`src/rtl/fwd_pkg.sv`:
```
package fwd_pkg;

    typedef enum logic [2:0] {
        ST_OFF    = 3'd0,
        ST_WAKE   = 3'd1,
        ST_HUNT   = 3'd2,
        ST_VERIFY = 3'd3,
        ST_LOCKED = 3'd4,
        ST_SLIP   = 3'd5
    } rx_state_e;

endpackage

```
`src/rtl/fwd_window.sv`:
```
module fwd_window #(
    parameter int FRAME_LEN = 26,
    parameter int DATA_W    = 22
) (
    input  logic              clk,
    input  logic              rst_n,
    input  logic              shift_en,
    input  logic              sdata,
    output logic              frame_ok,
    output logic [DATA_W-1:0] payload
);

    logic [FRAME_LEN-1:0] win;

    // oldest bit sits at the top, newest at bit 0
    always_ff @(posedge clk or negedge rst_n) begin
        if (!rst_n) begin
            win <= '0;
        end else if (shift_en) begin
            win <= {win[FRAME_LEN-2:0], sdata};
        end
    end

    assign frame_ok = win[FRAME_LEN-1] & ~win[0];

    // data bit k (1-based) follows the start bit by k positions
    for (genvar k = 0; k < DATA_W; k++) begin : g_pay
        assign payload[k] = win[FRAME_LEN-2-k];
    end

endmodule

```
`src/rtl/fwd_posmap.sv`:
```
module fwd_posmap #(
    parameter int DATA_W = 22,
    parameter int GAP_LO = 20,
    parameter int GAP_N  = 2,
    parameter int OUT_W  = DATA_W + GAP_N
) (
    input  logic [DATA_W-1:0] payload,
    output logic [OUT_W-1:0]  word
);

    for (genvar i = 0; i < OUT_W; i++) begin : g_pos
        if (i < GAP_LO) begin : g_low
            assign word[i] = payload[i];
        end else if (i < GAP_LO + GAP_N) begin : g_gap
            assign word[i] = 1'b0;
        end else begin : g_high
            assign word[i] = payload[i-GAP_N];
        end
    end

endmodule

```
`src/rtl/fwd_ctrl.sv`:
```
module fwd_ctrl
    import fwd_pkg::*;
#(
    parameter int FRAME_LEN = 26,
    parameter int WAKE_CYC  = 4
) (
    input  logic clk,
    input  logic rst_n,
    input  logic en,
    input  logic dir_sel,
    input  logic frame_ok,
    output logic take,
    output logic wclk
);

    localparam int PH_W = $clog2(FRAME_LEN);
    localparam int WK_W = $clog2(WAKE_CYC + 1);
    localparam logic [PH_W-1:0] PH_LAST = PH_W'(FRAME_LEN - 1);
    localparam logic [WK_W-1:0] WK_LAST = WK_W'(WAKE_CYC - 1);

    rx_state_e       state, nxt;
    logic [PH_W-1:0] phase;
    logic [WK_W-1:0] wake_cnt;
    logic            role_set, role_rx;
    logic            boundary, in_frame;

    assign boundary = (phase == PH_LAST);
    assign in_frame = (state == ST_VERIFY) || (state == ST_LOCKED) || (state == ST_SLIP);
    assign take     = en && in_frame && boundary && frame_ok;

    // next state
    always_comb begin
        nxt = state;
        unique case (state)
            ST_OFF:    if (en && role_set && role_rx) nxt = ST_WAKE;
            ST_WAKE:   if (wake_cnt == WK_LAST) nxt = ST_HUNT;
            ST_HUNT:   if (frame_ok) nxt = ST_VERIFY;
            ST_VERIFY: if (boundary) nxt = frame_ok ? ST_LOCKED : ST_HUNT;
            ST_LOCKED: if (boundary && !frame_ok) nxt = ST_SLIP;
            ST_SLIP:   if (boundary) nxt = frame_ok ? ST_LOCKED : ST_HUNT;
            default:   nxt = ST_OFF;
        endcase
        if (!en) nxt = ST_OFF;
    end

    // state register and counters
    always_ff @(posedge clk or negedge rst_n) begin
        if (!rst_n) begin
            state    <= ST_OFF;
            phase    <= '0;
            wake_cnt <= '0;
            role_set <= 1'b0;
            role_rx  <= 1'b0;
        end else begin
            state <= nxt;
            if (!role_set) begin
                role_set <= 1'b1;
                role_rx  <= ~dir_sel;
            end
            if (state == ST_WAKE) wake_cnt <= wake_cnt + 1'b1;
            else                  wake_cnt <= '0;
            if (in_frame && !boundary) phase <= phase + 1'b1;
            else                       phase <= '0;
        end
    end

    // word clock output
    always_ff @(posedge clk or negedge rst_n) begin
        if (!rst_n) begin
            wclk <= 1'b1;
        end else begin
            wclk <= !(nxt == ST_WAKE) && !take;
        end
    end

    assert_off_clk_high_R10: assert property (@(posedge clk) disable iff (!rst_n)
        (state == ST_OFF) |-> wclk);

    assert_wake_low_R3: assert property (@(posedge clk) disable iff (!rst_n)
        (state == ST_WAKE) |-> (!wclk && wake_cnt < WK_W'(WAKE_CYC)));

    assert_lock_entry_R5: assert property (@(posedge clk) disable iff (!rst_n)
        (state == ST_LOCKED && $past(state) != ST_LOCKED)
            |-> ($past(state) == ST_VERIFY || $past(state) == ST_SLIP));

    assert_role_idle_R2: assert property (@(posedge clk) disable iff (!rst_n)
        (role_set && !role_rx) |-> (state == ST_OFF));

    assert_hunt_exit_R8: assert property (@(posedge clk) disable iff (!rst_n)
        (state == ST_HUNT && $past(state) == ST_SLIP) |-> !$past(frame_ok));

endmodule

```
`src/rtl/framed_word_deser.sv`:
```
module framed_word_deser #(
    parameter int FRAME_LEN = 26,
    parameter int DATA_W    = 22,
    parameter int GAP_LO    = 20,
    parameter int GAP_N     = 2,
    parameter int WAKE_CYC  = 4,
    parameter int OUT_W     = DATA_W + GAP_N
) (
    input  logic             bit_clk,
    input  logic             rst_n,
    input  logic             en,
    input  logic             dir_sel,
    input  logic             sdata,
    output logic             word_clk,
    output logic [OUT_W-1:0] dout
);

    logic              frame_ok;
    logic              take;
    logic [DATA_W-1:0] payload;
    logic [OUT_W-1:0]  mapped;

    fwd_window #(.FRAME_LEN(FRAME_LEN), .DATA_W(DATA_W)) u_window (
        .clk      (bit_clk),
        .rst_n    (rst_n),
        .shift_en (en),
        .sdata    (sdata),
        .frame_ok (frame_ok),
        .payload  (payload)
    );

    fwd_ctrl #(.FRAME_LEN(FRAME_LEN), .WAKE_CYC(WAKE_CYC)) u_ctrl (
        .clk      (bit_clk),
        .rst_n    (rst_n),
        .en       (en),
        .dir_sel  (dir_sel),
        .frame_ok (frame_ok),
        .take     (take),
        .wclk     (word_clk)
    );

    fwd_posmap #(.DATA_W(DATA_W), .GAP_LO(GAP_LO), .GAP_N(GAP_N), .OUT_W(OUT_W)) u_map (
        .payload (payload),
        .word    (mapped)
    );

    always_ff @(posedge bit_clk or negedge rst_n) begin
        if (!rst_n) dout <= '0;
        else if (take) dout <= mapped;
    end

    assert_dout_hold_R6: assert property (@(posedge bit_clk) disable iff (!rst_n)
        !$fell(word_clk) |-> $stable(dout));

    assert_gap_zero_R9: assert property (@(posedge bit_clk) disable iff (!rst_n)
        $rose(word_clk) |-> (dout[GAP_LO+GAP_N-1:GAP_LO] == '0));

endmodule

```
`config.mk`:
```
export PLATFORM = sky130hd
export DESIGN_NAME = framed_word_deser
export DESIGN_NICKNAME = d
export VERILOG_FILES = /design/src/rtl/fwd_pkg.sv /design/src/rtl/fwd_window.sv /design/src/rtl/fwd_posmap.sv /design/src/rtl/fwd_ctrl.sv /design/src/rtl/framed_word_deser.sv
export SDC_FILE = /design/constraint.sdc
export NUM_CORES = 1
export LEC_CHECK = 0
export CORE_ASPECT_RATIO = 1.5
export CORE_MARGIN = 10
export CORE_UTILIZATION = 30
export DETAILED_ROUTE_END_ITERATION = 12
export GPL_TIMING_DRIVEN = 0
export HOLD_SLACK_MARGIN = 0.08
export SLEW_MARGIN = 20
export SYNTH_ARGS = -nofsm -noshare
export SYNTH_HDL_FRONTEND = slang
export SYNTH_HIERARCHICAL = 1
export SYNTH_SLANG_ARGS = --single-unit
```
`constraint.sdc`:
```
create_clock -name bit_clk -period 1.8 [get_ports bit_clk]
set_input_delay 0.18 -clock bit_clk [delete_from_list [all_inputs] [get_ports bit_clk]]
set_output_delay 0.18 -clock bit_clk [all_outputs]
set_load 0.01 [all_outputs]
```
======== After elaboration in Yosys (flattened, before gate mapping) ========
Index checks and enable logic that the tools add are counted.
operators by class
  add/sub/neg operators ................... 2
  multipliers ............................. 0
  divide/modulo/power cells ............... 0
  magnitude comparators ................... 0
  equality and inequality tests ........... 8
  shifts and indexed selects .............. 0
  muxes and demuxes ....................... 10
  bitwise operators ....................... 3
  reduce and logical (&&, ||, !) cells .... 16
operators by type and width
  kind                 count
  $mux 3               8
  $pmux 3 s5           1
  $eq 3x2->1 const B   3
  $logic_and 1x1->1    8
  $eq 3x1->1 const B   2
  $eq 3x3->1 const B   2
  $add 5x1->5 const B  1
  $eq 5x5->1 const B   1
  $mux 5               1
  $logic_not 1->1      4
  $add 3x1->3 const B  1
  $logic_not 3->1      1
  $logic_or 1x1->1     2
  $not 1->1            2
  $reduce_or 2->1      1
  $and 1x1->1          1
storage, ports and cells
  register bits after elaboration ......... 62
  latch bits .............................. 0
  memory bits (writable) .................. 0
  memory bits (read-only) ................. 0
  output and inout port bits .............. 25
  word-level logic and storage cells ...... 47
  memories ................................ 0

======== Longest topological paths before layout ========
  depth after elaboration ................. 10
  gate-level depth with buffers ........... 7
  gate-level depth less buffers ........... 6

======== Hierarchy ========
The synthesis kept the hierarchy.
modules (own cells, without submodules)
  module             instances  cells an instance  area an instance (um^2)  seq. area each (um^2)
  fwd_window         1          78                 1241.2                   650.6
  framed_word_deser  1          51                 997.2                    600.6
  fwd_ctrl           1          71                 715.7                    351.6
  fwd_posmap         1          25                 183.9                    0.0

======== Worst setup path after synthesis ========
OpenSTA, ideal clock, no wires.
  kind .................................... register to register
  start ................................... register u_ctrl.phase[1]
  end ..................................... register dout[10]
  setup time .............................. 0.125 ns
  arrival ................................. 1.583 ns
  path slack .............................. 0.092 ns
  cell stages (with the launch flop) ...... 8
  path buffers ............................ 2
  period minus slack after synthesis ...... 1.708 ns
  cell sequence ........................... dfrtp_1 inv_1 ha_1 and4b_1 and4_1 buf_6 buf_12 mux2_4
on the way
  cells in the longest elaborated chain, start to end .. 3
ends and longest elaborated chain
  what                             line                     RTL
  start: declaration               fwd_ctrl.sv:22           logic [PH_W-1:0] phase;
  start signal: assignment         fwd_ctrl.sv:62           if (in_frame && !boundary) phase <= phase + 1'b1;
  $eq 5x5->1                       fwd_ctrl.sv:27           assign boundary = (phase == PH_LAST);
  $logic_and 1x1->1 (2 in series)  fwd_ctrl.sv:29           assign take = en && in_frame && boundary && frame_ok;
  via take                         framed_word_deser.sv:19  logic take;
  end signal: assignment           framed_word_deser.sv:49  else if (take) dout <= mapped;
  end: declaration                 framed_word_deser.sv:15  output logic [OUT_W-1:0] dout
The timed path passes the listed nets, and every way through them passes these cells.
A chain may end at the register's enable or synchronous reset.

======== Worst setup path after layout ========
  start ................................... register u_ctrl.phase[1]
  end ..................................... register dout[22]
Same word-level chain as after synthesis.

==> metrics.yaml <==
placement:
  dp_cells: 397
  port_buffers: 29
  dp_hpwl_um: 3369
  gp_congestion: 0.6928
layout:
  antennaDiodeCount: 0
  final_nets: 281
  drive_gt1_share_pct: 46.38
  area_growth_pct: 27.31
  layout.cells.non_filler: 417
logic_synthesis:
  synth-seq-cells: 64
  synth_cell_types: 33
  ys_seq_area_share_pct: 51.08
  netlist_area_um2: 3138
  ys_warn_count: 6
  synth.avg_cell_area_um2: 13.95
  synthCells: 225
worst_setup_path:
  critPathSlowestCell: "dfrtp_1"
  cp-end-kind: "flop"
  reg2reg_slack_ns: 0.07
  max_stage_delay_ns: 0.37
  worstPathMaxFanout: 10
  cp_top_family: "simple AND/OR/NAND/NOR gates"
  r2r_end: "dout[22]"
  startpoint_type: "flop"
  worstSetupPathType: "reg2reg"
  startpoint: "u_ctrl/phase[1]"
  critPathRequiredTime_ns: 2.00
  path_cells: "inv_1 > ha_1 > and4b_2 > and4_4 > buf_12 > mux2_4"
  critical_path_buf_inv_count: 2
  cp_data_arrival_time_ns: 1.93
  rr_worst_depth: 6
  r2r-start: "u_ctrl/phase[1]"
route:
  first_iter_violations: 58
  viasPerCell: 4.019
  ant_nets: 0
  wire_per_inst_um: 11.85
  drc: 0
  wl_um: 4941
  via_count: 1676
  detail_route.first_pass.iterations: 4
clock_network:
  numCtsBuffers: 9
  cts.path.max_buffers: 2
  cts.htree.levels: 3
  cts_tree: "done"
  clk_latency_ns: 0.32
  cts-root-buf: "clkbuf_16"
  cts_num_sinks: 64
  clk_pin_slew_ns: 0.05
timing:
  fin_crit_ns: 1.730
  clock_skew_ns: 0.007191
  slew_violations: 0
  fmax_mhz: 578.2
  min_period_over_period_pct: 96.08
  rsz0062_at_grt: "yes"
  hold_viol: 0
  setup_violations: 0
run:
  maxCapViolCount: 0
floorplanning:
  pin_count: 30
  fp.coreArea_um2: 10190
  die_area_um2: 15040
  start_util_pct: 30.79
  rows: 45
  die_height_um: 145.3
  fp.dieW_um: 103.5
pwr:
  powerDensity_nw_per_um2: 1216
  p_leak_uw: 0.001892
  vdd_ir_drop_max_uv: 439.9
  power_uw: 4859
outcome:
  outcome: "complete, no violations"
min_path:
  hp-class: "in2async"
grt:
  grt_pass1_vias: 1779
  grt_use_total_pct: 6.934
  grt_max_degree: 58
  grt_pass1_wl_um: 8542
  globalRouteOverflowTotal: 0
  antenna_found_initial: 0
[cell usage in the layout, fill, tap and decap left out, types with 2 or more instances in the layout]
cell type and n:
a21oi_1 4, a31oi_1 3, buf_12 5, buf_4 50, buf_6 2, clkbuf_1 2
clkbuf_16 10, clkdlybuf4s50_1 28, conb_1 3, dfrtp_1 63, ha_1 4, inv_1 5
mux2_2 10, mux2_4 40, nand2_1 5, nand3_1 3, nand3b_1 2, nor2_1 11
o32ai_1 2, xor2_1 2
[synthesized netlist by cell type]
master | number | area, um2
dfrtp_1 | 63 | 1577
buf_4 | 46 | 345.3
mux2_4 | 40 | 600.6
nor2_1 | 11 | 41.29
mux2_2 | 10 | 112.6
inv_1 | 5 | 18.77
nand2_1 | 5 | 18.77
a21oi_1 | 4 | 20.02
buf_12 | 4 | 80.08
ha_1 | 4 | 50.05
a31oi_1 | 3 | 18.77
buf_6 | 3 | 33.78
nand3_1 | 3 | 15.01
conb_1 | 2 | 7.510
nand3b_1 | 2 | 15.01
o32ai_1 | 2 | 17.52
xor2_1 | 2 | 17.52
a311oi_1 | 1 | 8.760
a32oi_1 | 1 | 8.760
and3_1 | 1 | 6.260
and4_1 | 1 | 8.760
and4b_1 | 1 | 10.01
buf_2 | 1 | 5.000
dfstp_2 | 1 | 26.28
mux2i_1 | 1 | 10.01
nand2b_1 | 1 | 6.260
nand2b_4 | 1 | 13.76
nand4b_1 | 1 | 8.760
nor2b_1 | 1 | 6.260
o21a_1 | 1 | 7.510
o21ai_0 | 1 | 5.000
or3b_1 | 1 | 8.760
xnor2_1 | 1 | 8.760
[worst max path at each step]
stage	end	slack [ns]	depth (start not counted)
final	dout[22]	0.07	6
after detailed placement	dout[20]	-0.11	7
after global placement	u_ctrl/wake_cnt[1]	-1.58	1
after CTS	dout[22]	0.01	6
after global routing	dout[15]	-0.02	6
after floorplan	dout[10]	0.09	7
[flip-flops by register name, indices dropped and copies added (netlist names)]
name and flops:
u_window/win 26, dout 24, u_ctrl/wake_cnt 3, u_ctrl/phase 5, u_ctrl/role_rx 1, u_ctrl/wclk 1, u_ctrl/role_set 1, u_ctrl/state 3
[cell families (layout without fill, tap and decap cells)]
group,after synthesis,count (layout),share of synthesized area [%]
XOR/XNOR,3,3,0.8375
multiplexers,51,51,23.05
adder cells (fa/ha/maj),4,4,1.595
other,2,3,0.2393
flip-flops,64,64,51.08
buffers and inverters,59,109,15.39
AO/OA/AOI/OAI,13,13,2.751
AND/OR/NAND/NOR,29,29,5.064
[through the flow]
step	hold slack (ns)	setup slack, ns	TNS (ns)	cell area (um2)	util (%)
after floorplan	-0.1156	0.09158	0	3142	-
after global placement	0.4197	-1.580	-101.77	3608	35.41
after detailed placement	0.01749	-0.1115	-2.103	3633	35.65
after CTS	0.2083	0.01185	0	3933	38.59
after global routing	0.2643	-0.01523	-0.08986	3995	39.20
final	0.2282	0.07048	0	3995	39.20
[layer usage]
layer	global-route usage [%]	routed length, um
met3	2.036	224
met2	11.03	2519
met4	5.312	132
met1	7.600	2066
met5	0	0
[power by group]
group / total [uW] / leakage, uW / internal (uW) / switching (uW)
Clock: 1670 / 0.000139 / 1100 / 570
Sequential: 1940 / 0.000837 / 1730 / 214
Combinational: 1250 / 0.000916 / 937 / 312
[final cells by class]
type | count | area (um2)
repair buffers | 36 | 392.9
clock inverters | 3 | 42.54
inverters | 5 | 18.77
well taps | 141 | 176.4
multi-input cells | 103 | 1062
clock buffers | 12 | 246.5
plain buffers | 53 | 452.9
fillers | 936 | 6196
flip-flops and latches | 64 | 1603
[what timing repair did]
| action | in CTS | in global routing |
|---|---|---|
| pin swaps | 0 | 0 |
| hold buffers | 1 | 0 |
| setup endpoints to repair | 20 | 20 |
| gates cloned | 0 | 1 |
| buffers inserted | 1 | 3 |
| resized for setup | 2 | 1 |
| endpoints found under the hold margin | 63 | 0 |
No activity file was read; power rests on OpenSTA's default activity.
